[src/rtl/cfg_parse_pkg.sv]
package cfg_parse_pkg;

  typedef enum logic [2:0] {
    ST_HUNT,
    ST_HDR,
    ST_LEN,
    ST_START,
    ST_DATA,
    ST_CHK,
    ST_PASS,
    ST_HALT
  } parse_state_t;

  localparam logic [3:0] HDR_CODE = 4'b0010;
  localparam logic [3:0] CHK_CODE = 4'b0110;

  // Expected header bit at position idx (0 = first received).
  function automatic logic hdr_bit(input logic [1:0] idx);
    return HDR_CODE[3 - idx];
  endfunction

  // Check field is complete when three stored bits plus the newest bit form the code.
  function automatic logic chk_match(input logic [2:0] held, input logic newest);
    return {held, newest} == CHK_CODE;
  endfunction

endpackage

[src/rtl/cfg_len_counter.sv]
module cfg_len_counter #(
  parameter int W = 24
) (
  input  logic         clk,
  input  logic         rst_n,
  input  logic         load,
  input  logic [W-1:0] load_val,
  output logic         done
);

  logic [W-1:0] cnt;
  logic         armed;

  always_ff @(posedge clk or negedge rst_n) begin
    if (!rst_n) begin
      cnt   <= '0;
      armed <= 1'b0;
    end else if (load) begin
      cnt   <= load_val;
      armed <= 1'b1;
    end else if (armed && cnt != '0) begin
      cnt <= cnt - 1'b1;
    end
  end

  assign done = armed && (cnt == '0);

endmodule

[src/rtl/cfg_frame_shift.sv]
module cfg_frame_shift #(
  parameter int W = 16
) (
  input  logic         clk,
  input  logic         rst_n,
  input  logic         shift_en,
  input  logic         bit_in,
  input  logic         commit,
  output logic [W-1:0] data,
  output logic         valid
);

  logic [W-1:0] shreg;

  always_ff @(posedge clk or negedge rst_n) begin
    if (!rst_n) begin
      shreg <= '0;
      data  <= '0;
      valid <= 1'b0;
    end else begin
      valid <= commit;
      if (shift_en) shreg <= {shreg[W-2:0], bit_in};
      if (commit)   data  <= shreg;
    end
  end

endmodule

[src/rtl/cfg_stream_parser.sv]
module cfg_stream_parser
  import cfg_parse_pkg::*;
#(
  parameter int LEN_BITS   = 24,
  parameter int FRAME_BITS = 16,
  parameter int FRAMES     = 4,
  parameter int SEL_POS    = 3
) (
  input  logic                  clk,
  input  logic                  rst_n,
  input  logic                  din,
  output logic                  dout,
  output logic [FRAME_BITS-1:0] frm_data,
  output logic                  frm_valid,
  output logic                  init_low,
  output logic                  fast_clk_sel,
  output logic                  length_done
);

  localparam int MAXF = (LEN_BITS > FRAME_BITS) ? LEN_BITS : FRAME_BITS;
  localparam int CW   = $clog2(MAXF + 1);
  localparam int FW   = $clog2(FRAMES + 1);

  parse_state_t        state, state_n;
  logic [CW-1:0]       bit_cnt;
  logic [FW-1:0]       frm_idx;
  logic [2:0]          chk_sh;
  logic [LEN_BITS-1:0] len_sh;
  logic                dout_q, err_q, sel_q;

  // Named internal events
  logic fwd_now, hold_dout;
  logic ev_len_loaded, ev_frame_ok, ev_frame_bad, ev_sel_bit;
  logic last_field_bit;

  assign fwd_now   = (state == ST_HUNT) || (state == ST_HDR) ||
                     (state == ST_LEN)  || (state == ST_PASS);
  assign hold_dout = !fwd_now;

  assign ev_len_loaded  = (state == ST_LEN) && (bit_cnt == CW'(LEN_BITS - 1));
  assign last_field_bit = (state == ST_CHK) && (bit_cnt == CW'(3));
  assign ev_frame_ok    = last_field_bit && chk_match(chk_sh, din);
  assign ev_frame_bad   = (last_field_bit && !chk_match(chk_sh, din)) ||
                          ((state == ST_START) && din);
  assign ev_sel_bit     = (state == ST_DATA) && (frm_idx == '0) &&
                          (bit_cnt == CW'(SEL_POS));

  always_comb begin
    state_n = state;
    unique case (state)
      ST_HUNT:  if (!din) state_n = ST_HDR;
      ST_HDR:   if (din != hdr_bit(bit_cnt[1:0])) state_n = ST_HUNT;
                else if (bit_cnt == CW'(3))         state_n = ST_LEN;
      ST_LEN:   if (ev_len_loaded) state_n = ST_START;
      ST_START: state_n = din ? ST_HALT : ST_DATA;
      ST_DATA:  if (bit_cnt == CW'(FRAME_BITS - 1)) state_n = ST_CHK;
      ST_CHK:   if (ev_frame_bad) state_n = ST_HALT;
                else if (ev_frame_ok)
                  state_n = (frm_idx == FW'(FRAMES - 1)) ? ST_PASS : ST_START;
      ST_PASS:  state_n = ST_PASS;
      ST_HALT:  state_n = ST_HALT;
      default:  state_n = ST_HALT;
    endcase
  end

  always_ff @(posedge clk or negedge rst_n) begin
    if (!rst_n) begin
      state   <= ST_HUNT;
      bit_cnt <= '0;
      frm_idx <= '0;
      chk_sh  <= '0;
      len_sh  <= '0;
      dout_q  <= 1'b1;
      err_q   <= 1'b0;
      sel_q   <= 1'b0;
    end else begin
      state  <= state_n;
      dout_q <= fwd_now ? din : 1'b1;
      if (ev_frame_bad) err_q <= 1'b1;
      if (ev_sel_bit)   sel_q <= din;
      if (state == ST_LEN) len_sh <= {len_sh[LEN_BITS-2:0], din};
      if (state == ST_CHK) chk_sh <= {chk_sh[1:0], din};
      if (ev_frame_ok) frm_idx <= frm_idx + 1'b1;
      // Bit counter restarts on every change of field
      if (state_n != state) bit_cnt <= (state == ST_HUNT) ? CW'(1) : '0;
      else if (state != ST_HUNT) bit_cnt <= bit_cnt + 1'b1;
    end
  end

  cfg_len_counter #(.W(LEN_BITS)) u_len (
    .clk      (clk),
    .rst_n    (rst_n),
    .load     (ev_len_loaded),
    .load_val ({len_sh[LEN_BITS-2:0], din}),
    .done     (length_done)
  );

  cfg_frame_shift #(.W(FRAME_BITS)) u_frame (
    .clk      (clk),
    .rst_n    (rst_n),
    .shift_en (state == ST_DATA),
    .bit_in   (din),
    .commit   (ev_frame_ok),
    .data     (frm_data),
    .valid    (frm_valid)
  );

  assign dout         = dout_q;
  assign init_low     = err_q;
  assign fast_clk_sel = sel_q;

endmodule

[config.mk]
export PLATFORM = sky130hd
export DESIGN_NAME = cfg_stream_parser
export DESIGN_NICKNAME = d
export VERILOG_FILES = /design/src/rtl/cfg_parse_pkg.sv /design/src/rtl/cfg_len_counter.sv /design/src/rtl/cfg_frame_shift.sv /design/src/rtl/cfg_stream_parser.sv
export SDC_FILE = /design/constraint.sdc
export NUM_CORES = 1
export LEC_CHECK = 0
export BUFFER_PORTS_ARGS = -buffer_cell sky130_fd_sc_hd__buf_4
export CORE_MARGIN = 2
export CORE_UTILIZATION = 62
export CTS_BUF_LIST = sky130_fd_sc_hd__clkbuf_4 sky130_fd_sc_hd__clkbuf_8
export CTS_CLUSTER_SIZE = 25
export DETAILED_ROUTE_END_ITERATION = 16
export GPL_ROUTABILITY_DRIVEN = 0
export GPL_TIMING_DRIVEN = 0
export PLACE_DENSITY = 0.84
export SYNTH_ARGS = -nofsm -noshare
export SYNTH_HDL_FRONTEND = slang
export SYNTH_HIERARCHICAL = 1
export SYNTH_SLANG_ARGS = --single-unit
export TNS_END_PERCENT = 100
[constraint.sdc]
create_clock -name clk -period 3.65 [get_ports clk]
set_clock_uncertainty 0.2 [all_clocks]
set_input_delay 0.73 -clock clk [delete_from_list [all_inputs] [get_ports clk]]
set_output_delay 0.73 -clock clk [all_outputs]
set_load 0.01 [all_outputs]
==> key figures <==
CTS
  – Post-CTS Hold Buffers: 0
  – Root Driver: clkbuf_8
  – Clock buffer depth: 2
  – # Post-CTS Setup Buffers: 0
  – Worst-path clk slew: 0.08 ns
  – Htree depth: 3
  – PostCTS Resize Cnt: 0
  – Skew-Pair Late Insertion Delay: 0.37 ns
  – CTS tree: yes
  – CTS sink cnt: 98
  – Num CTS Buffers: 9

Floorplan
  – Chip Height: 92.6 um
  – Row count: 32
  – Top Ports: 24
  – Core Area: 7690 um2
  – Initial Util: between 60% and 70%
  – Chip width: 92.6 um
  – Die Area: 8580 um2

STA
  – Finish-stage setup viols: 0
  – RSZ-0062 raised after global routing: no
  – Pins over their slew limit: 0
  – Top achievable clock speed: 313 MHz
  – WHS: between 0.2 and 0.3 ns
  – Final Hold Fails: 0
  – Actual slew at the worst max-slew pin: 1.21 ns
  – Crit share post-route: around 88%
  – Setup TNS: 0 ns
  – Min Tclk post-route: 3.20 ns
  – Slew headroom: roughly a fifth

Routing
  – Vias: ~3400
  – DRC Markers: 0
  – Vias per inst: just over 6
  – Final wirelength: 9.71 mm
  – Post-DRT Antenna Nets: 0
  – 1st-iter DRT viols: 266
  – Drt wl/cell: around 18 um
  – First-pass DRT Iterations: 4

Logic synthesis
  – Async SR Flop Fraction: 100%
  – Top-area cell type share of the netlist area: about half
  – Synthesized area: 4870 um2
  – Yosys cell types: 68
  – EDFF count, synth: 0
  – Post-Synthesis Cells: between 400 and 500
  – Primary FF master, synth: dfrtp_1
  – Flops & latches, synth: 98
  – Seq/Total Area, Yosys: 50.4%
  – Area leader, netlist: dfrtp_1
  – Syn Nets: 415
  – YS warnings: 6
  – Mapped Avg Cell Area: 12.1 um2
  – Top cells by area, synth: dfrtp_1, mux2_4, mux2_1, mux2_2, or4_1

Setup path
  – Reg2reg end: u_len/cnt[7]$_DFFE_PN0P_
  – CP Launch Type: register
  – Crit-path max cell delay: between 0.5 and 0.6 ns
  – CP required: around 2.7 ns
  – R2r startpoint: u_len/cnt[9]$_DFFE_PN0P_
  – CP Data Arrival Time: 2.27 ns
  – CP cell instances: or3_1 > or4_1 > nor4_1 > buf_4
  – CP max FO: 7
  – CP max stage cell: or4_1
  – WP buf/inv: 1
  – Register-to-Register Path Depth: 6
  – Register-to-register setup slack: 0.78 ns
  – CP top delay family: simple AND/OR/NAND/NOR gates
  – CP Class: reg -> out
  – Crit end category: output port

Layout
  – Share of cells above drive strength 1: 25.3%
  – ANT cells: 0
  – Final instance area: 5370 um2
  – Nets: about 450
  – Layout area overhead: 10.3%
  – Fill cells: 545
  – Final Util: 69.9%

Power
  – Power Density: 500 nW/um2
  – VDD IR max: 362 uV
  – Design Power: roughly 2700 uW
  – Leak Pwr: 0.00252 uW

Place
  – IO Port Bufs: 23
  – Dpl cell area: ~5200 um2
  – HPWL after DPL: 6.67 mm

GRT
  – First-pass GRT wire length: 16.6 mm
  – GRT Overall Usage: 24.5%
  – GRT overflow: 0
  – Largest net degree at the start of global routing: 99
  – Vias in the first global route: 3389
  – Initial antenna violation count: 0

Run status
  – Status: finished, final reports clean

Min path
  – Worst hold endpoint: len_sh[22]$_DFFE_PN0P_
  – Hold_sp: len_sh[22]$_DFFE_PN0P_
  – Hold Crit Class: reg -> reg
  – Min-Delay Path Depth: 1

Run
  – Maxcap violations: 0
[state kept, by name (all words and copies together) (netlist names)]
register	count
u_frame/shreg	16
u_frame/valid	1
state	3
u_frame/data	16
frm_idx	3
bit_cnt	5
fast_clk_sel	1
chk_sh	3
u_len/cnt	24
len_sh	23
dout	1
init_low	1
u_len/armed	1
[cell usage in the layout (no fill, tap or decap), types with 8 or more instances in the layout]
cell and n:
dfrtp_1 97, nand2_1 27, buf_4 25, mux2_1 25, mux2_4 20, nor2_1 16
or4_1 15, mux2_2 13, a31oi_1 12, inv_1 11, a21oi_1 10, clkbuf_8 9
or3_1 8, nor3_1 8, nand3_1 8, ha_1 8
[through the flow]
step | cells | setup slack [ns]
after global placement | 529 | 0.846
after CTS | 545 | 0.455
final | 545 | 0.450
after global routing | 545 | 0.336
after floorplan | 404 | 0.976
after detailed placement | 529 | 0.845
[power breakdown]
part	leakage [uW]	internal [uW]	total, uW	switching, uW
clock network	0.000101	337	709	372
registers	0.00130	1250	1380	131
logic	0.00112	314	595	281
total	0.00252	1900	2690	784
[cells by family after synthesis]
group           synth area share [%]
buf+inv                         4.32
flops                           50.4
compound gates                  11.4
mux                             15.0
xor+xnor                        1.80
simple gates                    15.1
fa+ha+maj                       2.06
[worst max-delay path by stage]
stage	startpoint	to	slack [ns]	cells after the start
after floorplan	u_len/cnt[6]$_DFFE_PN0P_	length_done	0.98	3
after global placement	u_len/cnt[6]$_DFFE_PN0P_	length_done	0.85	4
after detailed placement	u_len/cnt[9]$_DFFE_PN0P_	u_len/cnt[3]$_DFFE_PN0P_	0.84	6
after CTS	u_len/cnt[6]$_DFFE_PN0P_	length_done	0.46	4
after global routing	u_len/cnt[6]$_DFFE_PN0P_	length_done	0.34	4
final	u_len/cnt[6]$_DFFE_PN0P_	length_done	0.45	4
[synth_stat cells, types with 8 or more instances]
cell      n
a21oi_1  10
a31oi_1  12
dfrtp_1  97
ha_1      8
inv_1    11
mux2_1   25
mux2_2   13
mux2_4   20
nand2_1  27
nand3_1   8
nor2_1   16
nor3_1    8
or3_1     8
or4_1    15
[layer usage]
layer	vias up	track usage [%]	wire (um)
li1	1566	-	-
met1	1670	33.4	4220
met2	117	40.0	4800
met3	20	5.37	544
met4	0	6.62	140
met5	-	0	0
[worst register-to-register path, cell delays in order (launching register included)]
cell and delay, ns:
dfrtp_1 0.44, or4_1 0.67, or3_4 0.43, o31ai_4 0.38, buf_2 0.33, o31ai_1 0.11, a31oi_1 0.23
[cell type report]
type / count / area [um2] / share of cell area [%]
flip-flops and latches: 98 / 2450 / 45.7
multi-input cells: 272 / 2210 / 41.1
plain buffers: 20 / 158 / 2.93
well taps: 102 / 128 / 2.38
repair buffers: 23 / 173 / 3.21
inverters: 14 / 52.6 / 0.978
clock buffers: 11 / 139 / 2.58
clock inverters: 5 / 63.8 / 1.19
Note: power is estimated with default switching activity, not from simulation.
